--- src/rtl/llsc_pkg.sv ---
package llsc_pkg;
    typedef enum logic [1:0] {
        LINE_I = 2'd0,
        LINE_S = 2'd1,
        LINE_M = 2'd2
    } line_st_e;

    typedef enum logic [1:0] {
        SEQ_IDLE  = 2'd0,
        SEQ_BUS   = 2'd1,
        SEQ_CHECK = 2'd2
    } seq_st_e;

    localparam logic REQ_RDX = 1'b0;
    localparam logic REQ_UPG = 1'b1;
endpackage

--- src/rtl/llsc_link_track.sv ---
module llsc_link_track
    import llsc_pkg::*;
#(
    parameter int TAGW = 26
) (
    input  logic            clk,
    input  logic            rst_n,
    input  logic            ll_fire,
    input  logic [TAGW-1:0] ll_tag,
    input  logic            snoop_inv,
    input  logic [TAGW-1:0] snoop_tag,
    input  logic            evict,
    input  logic [TAGW-1:0] evict_tag,
    input  logic            own_grant,
    input  logic            link_drop,
    output logic            link_o,
    output logic [TAGW-1:0] tag_o,
    output line_st_e        state_o,
    output logic            snoop_hit_o
);
    typedef struct packed {
        logic            link;
        logic [TAGW-1:0] tag;
        line_st_e        st;
    } trk_t;

    trk_t trk_d, trk_q;
    logic snoop_hit;
    logic evict_hit;

    always_comb begin
        snoop_hit = snoop_inv && (snoop_tag == trk_q.tag)
                    && (trk_q.link || trk_q.st != LINE_I);
        evict_hit = evict && (evict_tag == trk_q.tag);
        trk_d = trk_q;
        if (snoop_hit) begin
            trk_d.link = 1'b0;
            trk_d.st   = LINE_I;
        end
        if (evict_hit) begin
            trk_d.st = LINE_I;
        end
        if (own_grant) begin
            trk_d.st = LINE_M;
        end
        if (link_drop) begin
            trk_d.link = 1'b0;
        end
        if (ll_fire) begin
            if (ll_tag != trk_q.tag || trk_d.st == LINE_I) begin
                trk_d.st = LINE_S;
            end
            trk_d.tag  = ll_tag;
            trk_d.link = 1'b1;
        end
    end

    always_ff @(posedge clk) begin
        if (!rst_n) begin
            trk_q <= '{link: 1'b0, tag: '0, st: LINE_I};
        end else begin
            trk_q <= trk_d;
        end
    end

    assign link_o      = trk_q.link;
    assign tag_o       = trk_q.tag;
    assign state_o     = trk_q.st;
    assign snoop_hit_o = snoop_hit;
endmodule

--- src/rtl/llsc_req_sel.sv ---
module llsc_req_sel
    import llsc_pkg::*;
#(
    parameter int AW   = 32,
    parameter int OFFW = 6
) (
    input  line_st_e             state,
    input  logic [AW-OFFW-1:0]   tag,
    output logic                 bus_type,
    output logic [AW-1:0]        bus_addr
);
    always_comb begin
        unique case (state)
            LINE_S:  bus_type = REQ_UPG;
            default: bus_type = REQ_RDX;
        endcase
        bus_addr = {tag, {OFFW{1'b0}}};
    end
endmodule

--- src/rtl/llsc_sc_seq.sv ---
module llsc_sc_seq
    import llsc_pkg::*;
#(
    parameter int AW   = 32,
    parameter int DW   = 32,
    parameter int OFFW = 6
) (
    input  logic                clk,
    input  logic                rst_n,
    input  logic                sc_valid,
    input  logic [AW-1:0]       sc_addr,
    input  logic [DW-1:0]       sc_data,
    input  logic                link,
    input  logic [AW-OFFW-1:0]  tag,
    input  line_st_e            state,
    input  logic                snoop_hit,
    input  logic                bus_grant,
    output logic                ll_allow,
    output logic                own_grant,
    output logic                link_drop,
    output logic                bus_req,
    output logic                cache_we,
    output logic [AW-1:0]       cache_addr,
    output logic [DW-1:0]       cache_wdata,
    output logic                sc_done,
    output logic                sc_result
);
    typedef struct packed {
        seq_st_e       st;
        logic [AW-1:0] addr;
        logic [DW-1:0] data;
        logic          done;
        logic          res;
        logic          we;
    } seq_t;

    seq_t seq_d, seq_q;
    logic linked;

    always_comb begin
        seq_d      = seq_q;
        seq_d.done = 1'b0;
        seq_d.res  = 1'b0;
        seq_d.we   = 1'b0;
        own_grant  = 1'b0;
        link_drop  = 1'b0;
        linked     = link && !snoop_hit && (sc_addr[AW-1:OFFW] == tag);
        unique case (seq_q.st)
            SEQ_IDLE: begin
                if (sc_valid) begin
                    seq_d.addr = sc_addr;
                    seq_d.data = sc_data;
                    if (!linked) begin
                        seq_d.done = 1'b1;
                    end else if (state == LINE_M) begin
                        seq_d.we   = 1'b1;
                        seq_d.done = 1'b1;
                        seq_d.res  = 1'b1;
                        link_drop  = 1'b1;
                    end else begin
                        seq_d.st = SEQ_BUS;
                    end
                end
            end
            SEQ_BUS: begin
                if (bus_grant) begin
                    own_grant = 1'b1;
                    seq_d.st  = SEQ_CHECK;
                end
            end
            SEQ_CHECK: begin
                seq_d.st   = SEQ_IDLE;
                seq_d.done = 1'b1;
                if (link && !snoop_hit) begin
                    seq_d.we  = 1'b1;
                    seq_d.res = 1'b1;
                    link_drop = 1'b1;
                end
            end
            default: seq_d.st = SEQ_IDLE;
        endcase
    end

    always_ff @(posedge clk) begin
        if (!rst_n) begin
            seq_q <= '{st: SEQ_IDLE, addr: '0, data: '0, done: 1'b0, res: 1'b0, we: 1'b0};
        end else begin
            seq_q <= seq_d;
        end
    end

    assign ll_allow    = (seq_q.st == SEQ_IDLE) && !sc_valid;
    assign bus_req     = (seq_q.st == SEQ_BUS);
    assign cache_we    = seq_q.we;
    assign cache_addr  = seq_q.addr;
    assign cache_wdata = seq_q.data;
    assign sc_done     = seq_q.done;
    assign sc_result   = seq_q.res;
endmodule

--- src/rtl/llsc_monitor.sv ---
module llsc_monitor
    import llsc_pkg::*;
#(
    parameter int AW         = 32,
    parameter int DW         = 32,
    parameter int LINE_BYTES = 64
) (
    input  logic          clk,
    input  logic          rst_n,
    input  logic          ll_valid,
    input  logic [AW-1:0] ll_addr,
    input  logic          sc_valid,
    input  logic [AW-1:0] sc_addr,
    input  logic [DW-1:0] sc_data,
    input  logic          snoop_inv,
    input  logic [AW-1:0] snoop_addr,
    input  logic          evict,
    input  logic [AW-1:0] evict_addr,
    input  logic          bus_grant,
    output logic          bus_req,
    output logic          bus_type,
    output logic [AW-1:0] bus_addr,
    output logic          cache_we,
    output logic [AW-1:0] cache_addr,
    output logic [DW-1:0] cache_wdata,
    output logic          sc_done,
    output logic          sc_result,
    output logic [1:0]    line_state
);
    localparam int OFFW = $clog2(LINE_BYTES);
    localparam int TAGW = AW - OFFW;

    logic            link;
    logic [TAGW-1:0] tag;
    line_st_e        state;
    logic            snoop_hit;
    logic            ll_allow;
    logic            own_grant;
    logic            link_drop;

    llsc_link_track #(.TAGW(TAGW)) track_i (
        .clk        (clk),
        .rst_n      (rst_n),
        .ll_fire    (ll_valid && ll_allow),
        .ll_tag     (ll_addr[AW-1:OFFW]),
        .snoop_inv  (snoop_inv),
        .snoop_tag  (snoop_addr[AW-1:OFFW]),
        .evict      (evict),
        .evict_tag  (evict_addr[AW-1:OFFW]),
        .own_grant  (own_grant),
        .link_drop  (link_drop),
        .link_o     (link),
        .tag_o      (tag),
        .state_o    (state),
        .snoop_hit_o(snoop_hit)
    );

    llsc_req_sel #(.AW(AW), .OFFW(OFFW)) sel_i (
        .state   (state),
        .tag     (tag),
        .bus_type(bus_type),
        .bus_addr(bus_addr)
    );

    llsc_sc_seq #(.AW(AW), .DW(DW), .OFFW(OFFW)) seq_i (
        .clk        (clk),
        .rst_n      (rst_n),
        .sc_valid   (sc_valid),
        .sc_addr    (sc_addr),
        .sc_data    (sc_data),
        .link       (link),
        .tag        (tag),
        .state      (state),
        .snoop_hit  (snoop_hit),
        .bus_grant  (bus_grant),
        .ll_allow   (ll_allow),
        .own_grant  (own_grant),
        .link_drop  (link_drop),
        .bus_req    (bus_req),
        .cache_we   (cache_we),
        .cache_addr (cache_addr),
        .cache_wdata(cache_wdata),
        .sc_done    (sc_done),
        .sc_result  (sc_result)
    );

    assign line_state = state;
endmodule

--- config.mk ---
export PLATFORM = sky130hd
export DESIGN_NAME = llsc_monitor
export DESIGN_NICKNAME = d
export VERILOG_FILES = /design/src/rtl/llsc_pkg.sv /design/src/rtl/llsc_link_track.sv /design/src/rtl/llsc_req_sel.sv /design/src/rtl/llsc_sc_seq.sv /design/src/rtl/llsc_monitor.sv
export SDC_FILE = /design/constraint.sdc
export NUM_CORES = 1
export LEC_CHECK = 0
export ABC_AREA = 1
export BUFFER_PORTS_ARGS = -buffer_cell sky130_fd_sc_hd__buf_2
export CAP_MARGIN = 25
export CORE_ASPECT_RATIO = 1.25
export CORE_UTILIZATION = 40
export CTS_CLUSTER_DIAMETER = 50
export DETAILED_ROUTE_END_ITERATION = 10
export GPL_TIMING_DRIVEN = 0
export MAX_ROUTING_LAYER = met4
export PLACE_DENSITY_LB_ADDON = 0.3
export SLEW_MARGIN = 20
export SYNTH_ARGS = -nofsm -noshare
export SYNTH_HDL_FRONTEND = slang
export SYNTH_SLANG_ARGS = --single-unit
--- constraint.sdc ---
create_clock -name clk -period 2.5 [get_ports clk]
set_input_delay 0.5 -clock clk [delete_from_list [all_inputs] [get_ports clk]]
set_output_delay 0.5 -clock clk [all_outputs]
set_load 0.005 [all_outputs]
======== Yosys cells after proc, flatten, opt, wreduce, memory -nomap -nowiden ========
Index checks and enable logic that the tools add are counted.
storage, ports and cells
  bits in registers ....................... 98
  latch bits .............................. 0
  RAM bits ................................ 0
  memory bits (read-only) ................. 0
  memories kept ........................... 0
cells by class
  add/sub/neg operators ................... 0
  $mul .................................... 0
  div/mod/pow operators ................... 0
  $lt $le $gt $ge ......................... 0
  equality and inequality tests ........... 12
  shift operators ......................... 0
  multiplexer cells ....................... 25
  bitwise logic cells ..................... 0
  reductions and logical operators ........ 17
operators with widths
  cell                  count
  $eq A26 B26 Y1        3
  $mux W69              1
  $mux W29              1
  $ne A26 B26 Y1        1
  $mux W2               9
  $mux W1               10
  $logic_and A1 B1 Y1   7
  $ne A2 B2 Y1 const B  3
  $pmux W3 S2           1
  $eq A2 B1 Y1 const B  2
  $eq A2 B2 Y1 const B  2
  $logic_not A2 Y1      2
  $pmux W2 S2           1
  $reduce_and A4 Y1     1
  $mux W3               1
  $reduce_bool A3 Y1    1
  $logic_not A1 Y1      2
  $logic_or A1 B1 Y1    2
  $ne A2 B1 Y1 const B  1
  $pmux W1 S2           1
  $reduce_and A2 Y1     1
  $reduce_bool A2 Y1    1

======== Depth between registers and ports, before layout ========
Gate-level depths: netlist of the first run.
  depth after elaboration ................. 11
  depth in mapped cells ................... 15
  mapped depth without buffers ............ 14

======== Modules after synthesis ========
A second synthesis of the first run with hierarchy kept.
second synthesis, totals
  cell total of the unflattened synthesis .. 1068
  area total of the unflattened synthesis .. 6459.9 um^2
by module, submodules not included
  module           times used  cells an instance  area each (um^2)  seq. area each (um^2)
  llsc_sc_seq      1           546                3628.5            1361.3
  llsc_link_track  1           485                2570.0            580.6
  llsc_req_sel     1           35                 254.0             0.0
  llsc_monitor     1           2                  7.5               0.0

======== Worst setup path before layout of the first run ========
Ideal clock, no wire load.
  path kind ............................... input to register
  start point ............................. input port snoop_addr[13]
  end point ............................... register seq_i.seq_q[67] (netlist bit)
  data arrival time ....................... 1.347 ns
  required time ........................... 2.385 ns
  path slack .............................. 1.038 ns
  cell stages on the path ................. 14
  path through ............................ inv_1 nand2_1 nand2_1 clkinv_1 nand2_1 nor2_1 nand2_1 nor2_2 nand2_2 inv_2 nor2_2 nand3_2 nor2_1 o21a_1
on the way
  longest elaborated chain between the ends .. 8
ends and longest elaborated chain
  item                               RTL line               source
  from (decl)                        llsc_monitor.sv:16     input logic [AW-1:0] snoop_addr,
  $eq A26 B26 Y1                     llsc_link_track.sv:32  snoop_hit = snoop_inv && (snoop_tag == trk_q.tag)
  $logic_and A1 B1 Y1                llsc_link_track.sv:32
  $logic_and A1 B1 Y1                llsc_link_track.sv:33  && (trk_q.link || trk_q.st != LINE_I);
  $logic_not A1 Y1                   llsc_sc_seq.sv:47      linked = link && !snoop_hit && (sc_addr[AW-1:OFFW] == tag);
  $logic_and A1 B1 Y1 (2 in series)  llsc_sc_seq.sv:47
  $ne A2 B1 Y1 (no line)             -
  $reduce_and A4 Y1 (no line)        -
  to (signal assigned)               llsc_sc_seq.sv:86      seq_q <= '{st: SEQ_IDLE, addr: '0, data: '0, done: 1'b0, res: 1'b0, we: 1'b0};
  to (signal assigned)               llsc_sc_seq.sv:88      seq_q <= seq_d;
  to (decl)                          llsc_sc_seq.sv:37      seq_t seq_d, seq_q;
Every way passes these cells.
A chain may end at the register's enable or synchronous reset.

======== Final worst setup path of the first run ========
  start point ............................. register track_i.trk_q (netlist bit track_i.tag_o[24])
  end point ............................... register track_i.trk_q (netlist bit track_i.state_o[0])
on the way
  longest elaborated chain between the ends .. 10
ends and longest elaborated chain
  item                    RTL line               source
  from (decl)             llsc_link_track.sv:27  trk_t trk_d, trk_q;
  from (signal assigned)  llsc_link_track.sv:60  trk_q <= '{link: 1'b0, tag: '0, st: LINE_I};
  from (signal assigned)  llsc_link_track.sv:62  trk_q <= trk_d;
  $eq A26 B26 Y1          llsc_link_track.sv:32
  $logic_and A1 B1 Y1     llsc_link_track.sv:32
  $logic_and A1 B1 Y1     llsc_link_track.sv:33
  $mux W2                 llsc_link_track.sv:36  if (snoop_hit) begin
  $mux W2                 llsc_link_track.sv:40  if (evict_hit) begin
  $mux W2                 llsc_link_track.sv:43  if (own_grant) begin
  $logic_not A2 Y1        llsc_link_track.sv:50  if (ll_tag != trk_q.tag || trk_d.st == LINE_I) begin
  $logic_or A1 B1 Y1      llsc_link_track.sv:50
  $mux W2                 llsc_link_track.sv:50
  $mux W29 (*)            llsc_link_track.sv:49  if (ll_fire) begin
Mark *: on every way between the ends. The rest lies on a longest branch, timed or not.

==> key figures, run 1 <==
Status
  – Result of the run: complete, no violations

Final layout
  – Number of diodes: 0
  – Fin cells: 1,267
  – Post-Route Utilization: 55.0%
  – Multi-input gate area in the final layout: 2550 um^2
  – Nets: 1,258
  – Sequential Area: 1940 um^2
  – Share of post-route cells with drive strength above 1: 35.3%
  – Area growth from synthesis to final layout: 32.8%
  – Filler cell count: 1,354
  – Cell area after layout: 7370 um^2

Setup path
  – Max Fanout on Critical Path: 5
  – Crit path launch type: flip-flop
  – Setup slack of the most critical reg-to-reg path: 0.41 ns
  – Critical path arrival: 2.31 ns
  – Reg-to-reg endpoint: track_i.state_o[0]
  – Required time of the critical path: 2.73 ns
  – Worst Setup Path Type: reg2reg
  – Worst setup EP type: flip-flop
  – R2r startpoint: track_i.tag_o[24]
  – Crit path capture: track_i.state_o[0]
  – Critical Path Source: track_i.tag_o[24]
  – Worst-case reg-to-reg path depth: 10

Route
  – Wire length per cell after detailed routing: 15.5 um
  – Total wire length: 19,700 um
  – Avg Vias per Cell: 4.81
  – Number of design-rule violations left by the first detailed-router iteration: 427
  – Drt drc: 0
  – Initial DRT Pass Iterations: 5
  – Via count: 6,095
  – Detail Route Antenna Nets: 0

Logic synthesis
  – Register area share after synthesis: 35.0%
  – Synth warn: 0
  – Avg Inst Size Synth: 6.68 um^2
  – Instance count of the mapped netlist: 831
  – EDFF count, synth: 0
  – Synth Register Bits: 97
  – Unique cell type count in the Yosys netlist: 36
  – Most frequently used flop master after synthesis: dfxtp_1
  – Cell area after synthesis: 5550 um^2
  – Proportion of register bits with asynchronous set or reset after synthesis: 0%

Pwr
  – Final Power: 4.35 mW
  – Cell leakage power: 3.98 nW
  – Power per cell area: 590 nW/um^2
  – Worst VDD drop: 0.301 mV

Place
  – Number of buffers inserted by port buffering: 244
  – Detailed-placement wirelength estimate: 15,800 um
  – Post-DP Area: 7000 um^2
  – Placed cells: 1,251
  – Gpl congestion: 0.956
  – Worst setup slack after placement: 0.483 ns

Clock network
  – Clock tree from TritonCTS: done
  – Maximum level of the CTS H-tree: 3
  – # Post-CTS Setup Buffers: 0
  – Clock slew seen by the registers of the worst setup and hold paths: 0.07 ns
  – TritonCTS Buffers: 9
  – Insertion delay of the later-clocked pin in the worst-skew pair: 0.35 ns
  – Resize count post-CTS: 0
  – Clock tree root driver cell: clkbuf_16
  – Clock Tree Buf Depth: 2
  – Number of sinks driven by the clock tree: 97
  – Hold buffer count at cts: 0

Global routing
  – Via count of the first global-routing pass: 5,681
  – Wire length of the first global-routing pass: 29,600 um
  – Total routing usage reported by global routing: 28.3%
  – Initial antenna violation count: 0
  – Maximum number of pins on one net before global-route repair: 17
  – Most utilized layer in the global route result: met2
  – GR met1 Demand/Resource: 32.2%
  – Met2 usage: 48.3%
  – Total global routing overflow: 0
  – Met3 usage in global routing: 4.55%

Timing
  – Fmax: 479 MHz
  – Slew at the pin closest to its max-slew limit: 0.629 ns
  – Minimum period implied by the final worst setup slack: 2.09 ns
  – Setup repair after global routing missed its margin: no
  – Sum of negative setup slack: 0 ns
  – Final Slew Violations: 0
  – Portion of the clock cycle consumed by the worst path in the final layout: 83.5%
  – Max-Slew Margin vs Limit: 58.1%
  – Post-Route Hold Slack: 0.408 ns
  – Setup slack of the critical path after layout: 0.413 ns
  – Final hold vios: 0
  – Setup Skew: 0.00885 ns
  – Total of endpoints with negative setup slack in the final report: 0

Run
  – Total of max-cap violations: 0

Die
  – Y dimension of the die: 134 um
  – Initial cell density of the core: 41.4%
  – X dimension of the die: 107 um
  – Number of placement rows: 47
  – Die Outline Area: 14,400 um^2
  – IO Count: 270
  – Placeable core area: 13,400 um^2

Min path
  – Class of the worst hold path: in2reg
-- worst max-delay path, stage by stage (launching register included) --
cell	delay [ns]
dfxtp_1	0.38
buf_2	0.25
xnor2_1	0.14
nand3_1	0.08
nor3_1	0.47
nand3_1	0.16
nand2b_1	0.23
inv_1	0.08
nor2_1	0.04
nor2_1	0.08
a21oi_1	0.06
-- layer usage --
metal,part of all wire (%),vias to the layer above
li1,-,3051
met1,39,2674
met2,49,321
met3,8.6,49
met4,4.1,0
met5,0,-
-- final cells by class --
cell class | instances | area share [%]
Clock inverter | 6 | 1.87
Inverter | 102 | 5.20
Buffer | 106 | 9.46
Timing Repair Buffer | 244 | 16.6
Clock buffer | 10 | 3.11
Sequential cell | 97 | 26.3
Multi-Input combinational cell | 531 | 34.6
Tap cell | 171 | 2.90
-- cells by family after synthesis --
logic type / after synthesis / share of synthesized area, %
AND/OR/NAND/NOR: 324 / 23.9
buffers and inverters: 208 / 19.5
AO/OA/AOI/OAI: 165 / 15.5
flip-flops: 97 / 35.0
XOR/XNOR: 36 / 6.02
other: 1 / 0.0676
-- sequential cells by signal, indices dropped and copies added (netlist names) --
signal             count
seq_i.cache_addr      32
seq_i.cache_wdata     32
seq_i.cache_we         1
seq_i.sc_done          1
seq_i.seq_q            2
track_i.link_o         1
track_i.state_o        2
track_i.tag_o         26
-- Yosys cell counts (2+ instances only) --
| cell type | number | area (um^2) |
|---|---|---|
| nor2_2 | 6 | 37.5 |
| dfxtp_1 | 97 | 1940 |
| or2_0 | 2 | 12.5 |
| buf_4 | 74 | 556 |
| clkinv_1 | 2 | 7.51 |
| o21ai_0 | 85 | 425 |
| nand2_2 | 2 | 12.5 |
| nor3_1 | 10 | 50.1 |
| buf_2 | 11 | 55.1 |
| inv_1 | 72 | 270 |
| inv_2 | 28 | 105 |
| nand2_1 | 159 | 597 |
| nand3_2 | 2 | 20.0 |
| xor2_1 | 14 | 123 |
| o211ai_1 | 3 | 22.5 |
| clkbuf_1 | 20 | 75.1 |
| nand3_1 | 10 | 50.1 |
| o22ai_1 | 8 | 50.1 |
| a21oi_1 | 50 | 250 |
| o21ai_1 | 14 | 70.1 |
| nor4_1 | 2 | 12.5 |
| xnor2_1 | 21 | 184 |
| nand4_1 | 8 | 50.1 |
| nor2_1 | 118 | 443 |
| or2_1 | 2 | 12.5 |
-- power breakdown --
| part | switching (mW) | internal [mW] |
|---|---|---|
| Clock | 0.631 | 1.09 |
| Sequential | 0.0936 | 1.65 |
| Combinational | 0.461 | 0.423 |
| Total | 1.19 | 3.16 |
-- placed cells by master (no fill, tap or decap), types with 3 or more instances in the layout --
| master | synthesis | final |
|---|---|---|
| bufinv_16 | 0 | 4 |
| buf_2 | 11 | 255 |
| nor2_2 | 6 | 6 |
| dfxtp_1 | 97 | 97 |
| nor2_1 | 118 | 118 |
| nand4_1 | 8 | 8 |
| clkbuf_1 | 20 | 21 |
| o21ai_1 | 14 | 14 |
| buf_4 | 74 | 74 |
| conb_1 | 1 | 6 |
| xnor2_1 | 21 | 21 |
| o21ai_0 | 85 | 85 |
| nor3_1 | 10 | 10 |
| a21oi_1 | 50 | 50 |
| clkbuf_16 | 0 | 9 |
| inv_2 | 28 | 28 |
| nand3_1 | 10 | 10 |
| o211ai_1 | 3 | 3 |
| xor2_1 | 14 | 14 |
| inv_1 | 72 | 72 |
| o22ai_1 | 8 | 8 |
| nand2_1 | 159 | 159 |
-- how the worst min path moves through the flow --
stage / start / to / slack [ns] / cells past startpoint
final: sc_data[12] / seq_i.cache_wdata[12] / 0.41 / 3
after global routing: sc_addr[13] / seq_i.cache_addr[13] / 0.42 / 3
after CTS: sc_data[1] / seq_i.cache_wdata[1] / 0.40 / 3
after detailed placement: seq_i.cache_wdata[6] / seq_i.cache_wdata[6] / 0.47 / 2
after global placement: seq_i.cache_wdata[16] / seq_i.cache_wdata[16] / 0.46 / 2
after floorplan: seq_i.cache_addr[0] / seq_i.cache_addr[0] / 0.46 / 2
No activity file was read; power rests on OpenSTA's default activity.
==> run 2: changes to the inputs <==
- clock period: 2.5 -> 1.7 ns (I/O delays scaled with it)
==> key figures, run 2 (synthesis results as in run 1) <==
Status
  – Result of the run: complete, but fails checks
  – Violations in the final reports: setup timing

Setup path
  – Critical path arrival: 1.99 ns (-0.32 ns)
  – Highest cell delay on the worst timing path: 0.42 ns (-0.05 ns)
  – List of cells traversed by the critical path: inv_2, nand2_1, nand4_1, nor2_2, nand2_1, nor2_2, nand2_2, nand4_1, nand2_1, nand2_1, nand2_1, a21oi_2
  – Worst setup EP type: flip-flop
  – Setup slack of the most critical reg-to-reg path: -0.01 ns (-0.43 ns)
  – Crit path launch type: flip-flop
  – Max Fanout on Critical Path: 6 (+1)
  – Critical path's slowest cell: dfxtp_2
  – R2r startpoint: track_i.tag_o[17]
  – Required time of the critical path: 1.97 ns (-0.76 ns)
  – Cell mode on critical path: nand2_1
  – Critical Path Source: track_i.tag_o[17]
  – Worst Setup Path Type: reg2reg

Pwr
  – Clock power share: 39.0% (-0.5 points)
  – Combinational group share of total power: 21.2% (+0.8 points)
  – Cell leakage power: 4.10 nW (+3.1%)
  – Power per cell area: 844 nW/um^2 (+43%)
  – Net switching power figure: 1.78 mW (+50%)
  – Int Power: 4.69 mW (+49%)
  – Switch share: 27.5% (+0.19 points)
  – Worst VDD drop: 0.443 mV (+47%)
  – Relative contribution of sequential cells to total power: 39.8% (-0.3 points)

Route
  – Avg Vias per Cell: 4.85 (+0.79%)
  – Drt drc: 0 (unchanged)
  – Wire length per cell after detailed routing: 15.8 um (+1.9%)
  – Via count: 6,182 (+1.4%)
  – Initial DRT Pass Iterations: 5 (unchanged)
  – Number of design-rule violations left by the first detailed-router iteration: 461 (+8.0%)
  – Total wire length: 20,200 um (+2.6%)
  – Detail Route Antenna Nets: 0 (unchanged)

Global routing
  – GR met1 Demand/Resource: 32.4% (+0.19 points)
  – Initial antenna violation count: 0 (unchanged)
  – Wire length of the first global-routing pass: 29,800 um (+0.65%)
  – Met2 usage: 48.7% (+0.39 points)
  – Via count of the first global-routing pass: 5,734 (+0.93%)
  – Total routing usage reported by global routing: 28.5% (+0.20 points)
  – Most utilized layer in the global route result: met2
  – Total global routing overflow: 0 (unchanged)
  – Maximum number of pins on one net before global-route repair: 17 (unchanged)
  – Met3 usage in global routing: 4.70% (+0.15 points)

Min path
  – Hold path startpoint: sc_data[12]
  – Class of the worst hold path: in2reg

Place
  – Detailed-placement wirelength estimate: 15,800 um (unchanged)
  – Number of buffers inserted by port buffering: 244 (unchanged)
  – Worst setup slack after placement: -0.313 ns (-0.797 ns)
  – Gpl congestion: 0.956 (unchanged)

Die
  – Initial cell density of the core: 41.4% (unchanged)
  – Placeable core area: 13,400 um^2 (unchanged)
  – IO Count: 270 (unchanged)
  – X dimension of the die: 107 um (unchanged)
  – Number of placement rows: 47 (unchanged)
  – Die Outline Area: 14,400 um^2 (unchanged)
  – Y dimension of the die: 134 um (unchanged)

Final layout
  – Share of post-route cells with drive strength above 1: 40.0% (+4.7 points)
  – Leading cell types in the layout, fill and taps excluded: 249 x buf_2, 158 x nand2_1, 115 x nor2_1, 85 x o21ai_0, 80 x buf_4
  – Number of diodes: 0 (unchanged)
  – Most common cell after layout, fill and taps aside: buf_2
  – Area growth from synthesis to final layout: 38.2%
  – Nets: 1,266 (+0.64%)

Timing
  – Portion of the clock cycle consumed by the worst path in the final layout: 101% (+17 points)
  – Minimum period implied by the final worst setup slack: 1.71 ns (-0.374 ns)
  – Fmax: 584 MHz (+22%)
  – Post-Route Hold Slack: 0.248 ns (-0.160 ns)
  – Total of endpoints with negative setup slack in the final report: 2 (+2)
  – Setup repair after global routing missed its margin: yes
  – Setup Skew: 0.00707 ns (-0.00178 ns)
  – Final Slew Violations: 0 (unchanged)
  – Max-Slew Margin vs Limit: 57.6% (-0.47 points)
  – Setup slack of the critical path after layout: -0.0129 ns (-0.426 ns)
  – Final hold vios: 0 (unchanged)
  – Sum of negative setup slack: -0.0222 ns (-0.0222 ns)
  – Slew at the pin closest to its max-slew limit: 0.636 ns (+0.00711 ns)

Clock network
  – Clock slew seen by the registers of the worst setup and hold paths: 0.07 ns (about the same)
  – Insertion delay of the later-clocked pin in the worst-skew pair: 0.34 ns (about the same)
  – Number of sinks driven by the clock tree: 97 (unchanged)
  – Clock tree from TritonCTS: done
  – Clock Tree Buf Depth: 2 (unchanged)
  – TritonCTS Buffers: 9 (unchanged)
  – Maximum level of the CTS H-tree: 3 (unchanged)
  – Clock tree root driver cell: clkbuf_16
  – Hold buffer count at cts: 0 (unchanged)

Run
  – Total of max-cap violations: 0 (unchanged)
run 2: changes by cell type in the layout (fill, tap and decap cells not counted), moves of 4 or more:
cell,before,now
dfxtp_4,0,10
clkbuf_1,21,17
nor3_1,10,6
xnor2_2,0,5
dfxtp_2,0,14
buf_2,255,249
clkbuf_2,0,4
buf_6,1,7
dfxtp_1,97,73
xnor2_1,21,16
buf_4,74,80
run 2: power by group through the flow:
stage | combinational [mW] | clock [mW] | sequential [mW]
after floorplan | 0.748 | 0 | 2.58
after global placement | 1.29 | 0 | 2.61
after detailed placement | 1.30 | 0 | 2.61
after CTS | 1.32 | 2.56 | 2.57
after global routing | 1.52 | 2.63 | 2.59
final | 1.37 | 2.52 | 2.57
run 2: final timing paths:
check | to | depth (start not counted)
setup reg to reg | track_i.link_o | 12
hold reg to reg | seq_i.cache_wdata[6] | 2
hold / removal | seq_i.cache_wdata[12] | 3
setup / recovery | track_i.link_o | 12
run 2: what timing repair did:
action / 4_1_cts / 5_1_grt
pin swaps: 2 / 22
gates resized for setup: 34 / 45
buffers inserted: 0 / 10
setup endpoints to repair: 9 / 67
endpoints found under the hold margin: 0 / 0
run 2: through the flow:
| stage | cells | area (um^2) | power (mW) | utilization [%] |
|---|---|---|---|---|
| 6_report | 1275 | 7670 | 6.47 | 57.2 |
| 5_1_grt | 1275 | 7670 | 6.74 | 57.2 |
| 4_1_cts | 1267 | 7460 | 6.45 | 55.7 |
| 3_5_place_dp | 1251 | 7000 | 3.91 | 52.2 |
| 3_3_place_gp | 1251 | 7000 | 3.90 | 52.2 |
| 2_1_floorplan | 836 | 5570 | 3.32 | - |
run 2: layer usage:
layer | wire length [um] | vias up
met5 | 0 | -
met1 | 7710 | 2738
met4 | 812 | 0
met2 | 9960 | 318
met3 | 1690 | 49
li1 | - | 3077
run 2: critical path: cells and delay by family, from the launching register on:
kind | cells | cell delay, ns
AND/OR/NAND/NOR | 10 | 0.97
AO/OA/AOI/OAI | 1 | 0.12
buffers and inverters | 1 | 0.11
flip-flops | 1 | 0.42
run 2: cell type report:
class / instances / area, um^2
Clock inverter: 6 / 138
Clock buffer: 10 / 229
Fill cell: 1320 / 5740
Buffer: 104 / 721
Inverter: 102 / 385
Sequential cell: 97 / 2000
Tap cell: 171 / 214
Multi-Input combinational cell: 531 / 2670
Timing Repair Buffer: 254 / 1310
==> run 3: changes to the inputs <==
- MAX_ROUTING_LAYER: met4 -> unset
- clock period: 1.7 -> 1.6 ns (I/O delays scaled with it)
==> key figures, run 3 (synthesis results as in run 1) <==
Timing
  – Sum of negative setup slack: -0.219 ns (-0.197 ns)
  – Post-Route Hold Slack: 0.224 ns (-0.0238 ns)
  – Slew at the pin closest to its max-slew limit: 0.682 ns (+0.0461 ns)
  – Setup slack of the critical path after layout: -0.0739 ns (-0.0610 ns)
  – Max-Slew Margin vs Limit: 54.6% (-3.1 points)
  – Portion of the clock cycle consumed by the worst path in the final layout: 105% (+3.9 points)
  – Final hold vios: 0 (unchanged)
  – Fmax: 597 MHz (+2.3%)
  – Minimum period implied by the final worst setup slack: 1.67 ns (-0.0390 ns)
  – Total of endpoints with negative setup slack in the final report: 5 (+3)
  – Setup repair after global routing missed its margin: yes
  – Setup Skew: 0.0125 ns (+0.00545 ns)
  – Final Slew Violations: 0 (unchanged)

Final layout
  – Cell area after layout: 7650 um^2 (-0.26%)
  – Multi-input gate area in the final layout: 2680 um^2 (+0.37%)
  – Nets: 1,271 (+0.39%)
  – Leading cell types in the layout, fill and taps excluded: 247 x buf_2, 153 x nand2_1, 114 x nor2_1, 84 x o21ai_0, 84 x buf_4
  – Sequential Area: 2000 um^2 (unchanged)
  – Post-Route Utilization: 57.0% (-0.15 points)
  – Area growth from synthesis to final layout: 37.8%
  – Filler cell count: 1,382 (+4.7%)
  – Share of post-route cells with drive strength above 1: 40.7% (+0.63 points)
  – Number of diodes: 0 (unchanged)
  – Most common cell after layout, fill and taps aside: buf_2

Pwr
  – Combinational group share of total power: 23.3% (+2.1 points)
  – Final Power: 6.32 mW (-2.3%)
  – Net switching power figure: 1.88 mW (+5.6%)
  – Cell leakage power: 4.10 nW (about the same)
  – Relative contribution of sequential cells to total power: 43.2% (+3.4 points)
  – Power per cell area: 826 nW/um^2 (-2.1%)
  – Int Power: 4.44 mW (-5.4%)
  – Clock power share: 33.5% (-5.5 points)
  – Switch share: 29.7% (+2.2 points)
  – Worst VDD drop: 0.452 mV (+1.8%)

Clock network
  – Hold buffer count at cts: 0 (unchanged)
  – Clock slew seen by the registers of the worst setup and hold paths: 0.07 ns (about the same)
  – Clock Tree Buf Depth: 2 (unchanged)
  – Clock tree from TritonCTS: done
  – Clock tree root driver cell: clkbuf_16
  – Number of sinks driven by the clock tree: 97 (unchanged)
  – Insertion delay of the later-clocked pin in the worst-skew pair: 0.35 ns (about the same)
  – TritonCTS Buffers: 9 (unchanged)
  – Maximum level of the CTS H-tree: 3 (unchanged)

Route
  – Number of design-rule violations left by the first detailed-router iteration: 365 (-21%)
  – Initial DRT Pass Iterations: 5 (unchanged)
  – Via count: 6,155 (-0.44%)
  – Drt drc: 0 (unchanged)
  – Wire length per cell after detailed routing: 15.6 um (-1.4%)
  – Detail Route Antenna Nets: 0 (unchanged)
  – Avg Vias per Cell: 4.81 (-0.83%)
  – Total wire length: 20,000 um (-1.0%)

Place
  – Post-DP Area: 7000 um^2 (unchanged)
  – Gpl congestion: 0.963 (+0.68%)
  – Number of buffers inserted by port buffering: 244 (unchanged)
  – Detailed-placement wirelength estimate: 15,700 um (-0.38%)

Status
  – Violations in the final reports: setup timing
  – Result of the run: complete, but fails checks

Die
  – Placeable core area: 13,400 um^2 (unchanged)
  – Die Outline Area: 14,400 um^2 (unchanged)
  – IO Count: 270 (unchanged)
  – Initial cell density of the core: 41.4% (unchanged)
  – X dimension of the die: 107 um (unchanged)
  – Number of placement rows: 47 (unchanged)
  – Y dimension of the die: 134 um (unchanged)

Global routing
  – Initial antenna violation count: 0 (unchanged)
  – Maximum number of pins on one net before global-route repair: 16 (-1)
  – Total global routing overflow: 0 (unchanged)
  – Wire length of the first global-routing pass: 29,900 um (+0.35%)
  – Via count of the first global-routing pass: 5,774 (+0.70%)
  – Total routing usage reported by global routing: 27.7% (-0.82 points)

Run
  – Total of max-cap violations: 0 (unchanged)

Setup path
  – Required time of the critical path: 1.82 ns (-0.15 ns)
  – Crit path launch type: flip-flop
  – Max Fanout on Critical Path: 6 (unchanged)
  – Worst Setup Path Type: reg2reg
  – Worst setup EP type: flip-flop
  – Critical path arrival: 1.90 ns (-0.09 ns)

Min path
  – Class of the worst hold path: in2reg
run 3: cell count changes in the layout (fill, tap and decap cells not counted), moves of 3 or more:
cell,before,now
buf_4,80,84
bufinv_16,4,0
inv_4,1,4
nand2_1,158,153
nand2_2,3,7
run 3: metal layers:
layer	wire length, um	share of wire, %	up-vias	GRT usage [%]
met5	0	0	-	0
met4	968	4.8	0	13.2
met3	1600	8.0	65	4.60
met2	9660	48	328	48.9
met1	7730	39	2678	32.2
li1	-	-	3084	-
run 3: critical path, cell delays in order (launching register included):
cell	delay, ns
dfxtp_2	0.33
buf_6	0.13
buf_4	0.13
xor2_1	0.16
nor4_2	0.27
nand3_1	0.15
nor2_1	0.14
nor2_2	0.08
nor2_1	0.10
a21oi_1	0.07
run 3: final timing paths:
check	slack [ns]	depth (start not counted)	start	end
worst max register to register	-0.07	9	track_i.tag_o[15]	track_i.state_o[0]
worst min-delay path	0.22	3	sc_data[1]	seq_i.cache_wdata[1]
worst max-delay path	-0.07	9	track_i.tag_o[15]	track_i.state_o[0]
worst min register to register	0.48	2	seq_i.cache_addr[16]	seq_i.cache_addr[16]
run 3: per-stage QoR:
stage / std cells / setup slack, ns
3_5_place_dp: 1251 / -0.384
6_report: 1280 / -0.0739
4_1_cts: 1276 / -0.0622
2_1_floorplan: 836 / 0.153
3_3_place_gp: 1251 / -0.415
5_1_grt: 1280 / -0.186
run 3: area by class of cell:
type	instances	share of cell area, %
Buffer	105	9.64
Clock buffer	12	3.35
Timing Repair Buffer	258	17.6
Clock inverter	4	0.344
Multi-Input combinational cell	531	35.1
Tap cell	171	2.80
Sequential cell	97	26.1
Inverter	102	5.14
run 3: power groups by stage:
stage | registers, mW | clock network, mW | logic [mW]
2_1_floorplan | 2.74 | 0 | 0.795
3_3_place_gp | 2.77 | 0 | 1.36
3_5_place_dp | 2.78 | 0 | 1.37
4_1_cts | 2.73 | 2.13 | 1.44
5_1_grt | 2.75 | 2.23 | 1.63
6_report | 2.73 | 2.12 | 1.47
run 3: what timing repair did:
item	CTS	global route
endpoints found under the setup margin	54	64
buffers inserted	9	5
resized for setup	64	26
pin swaps	14	25
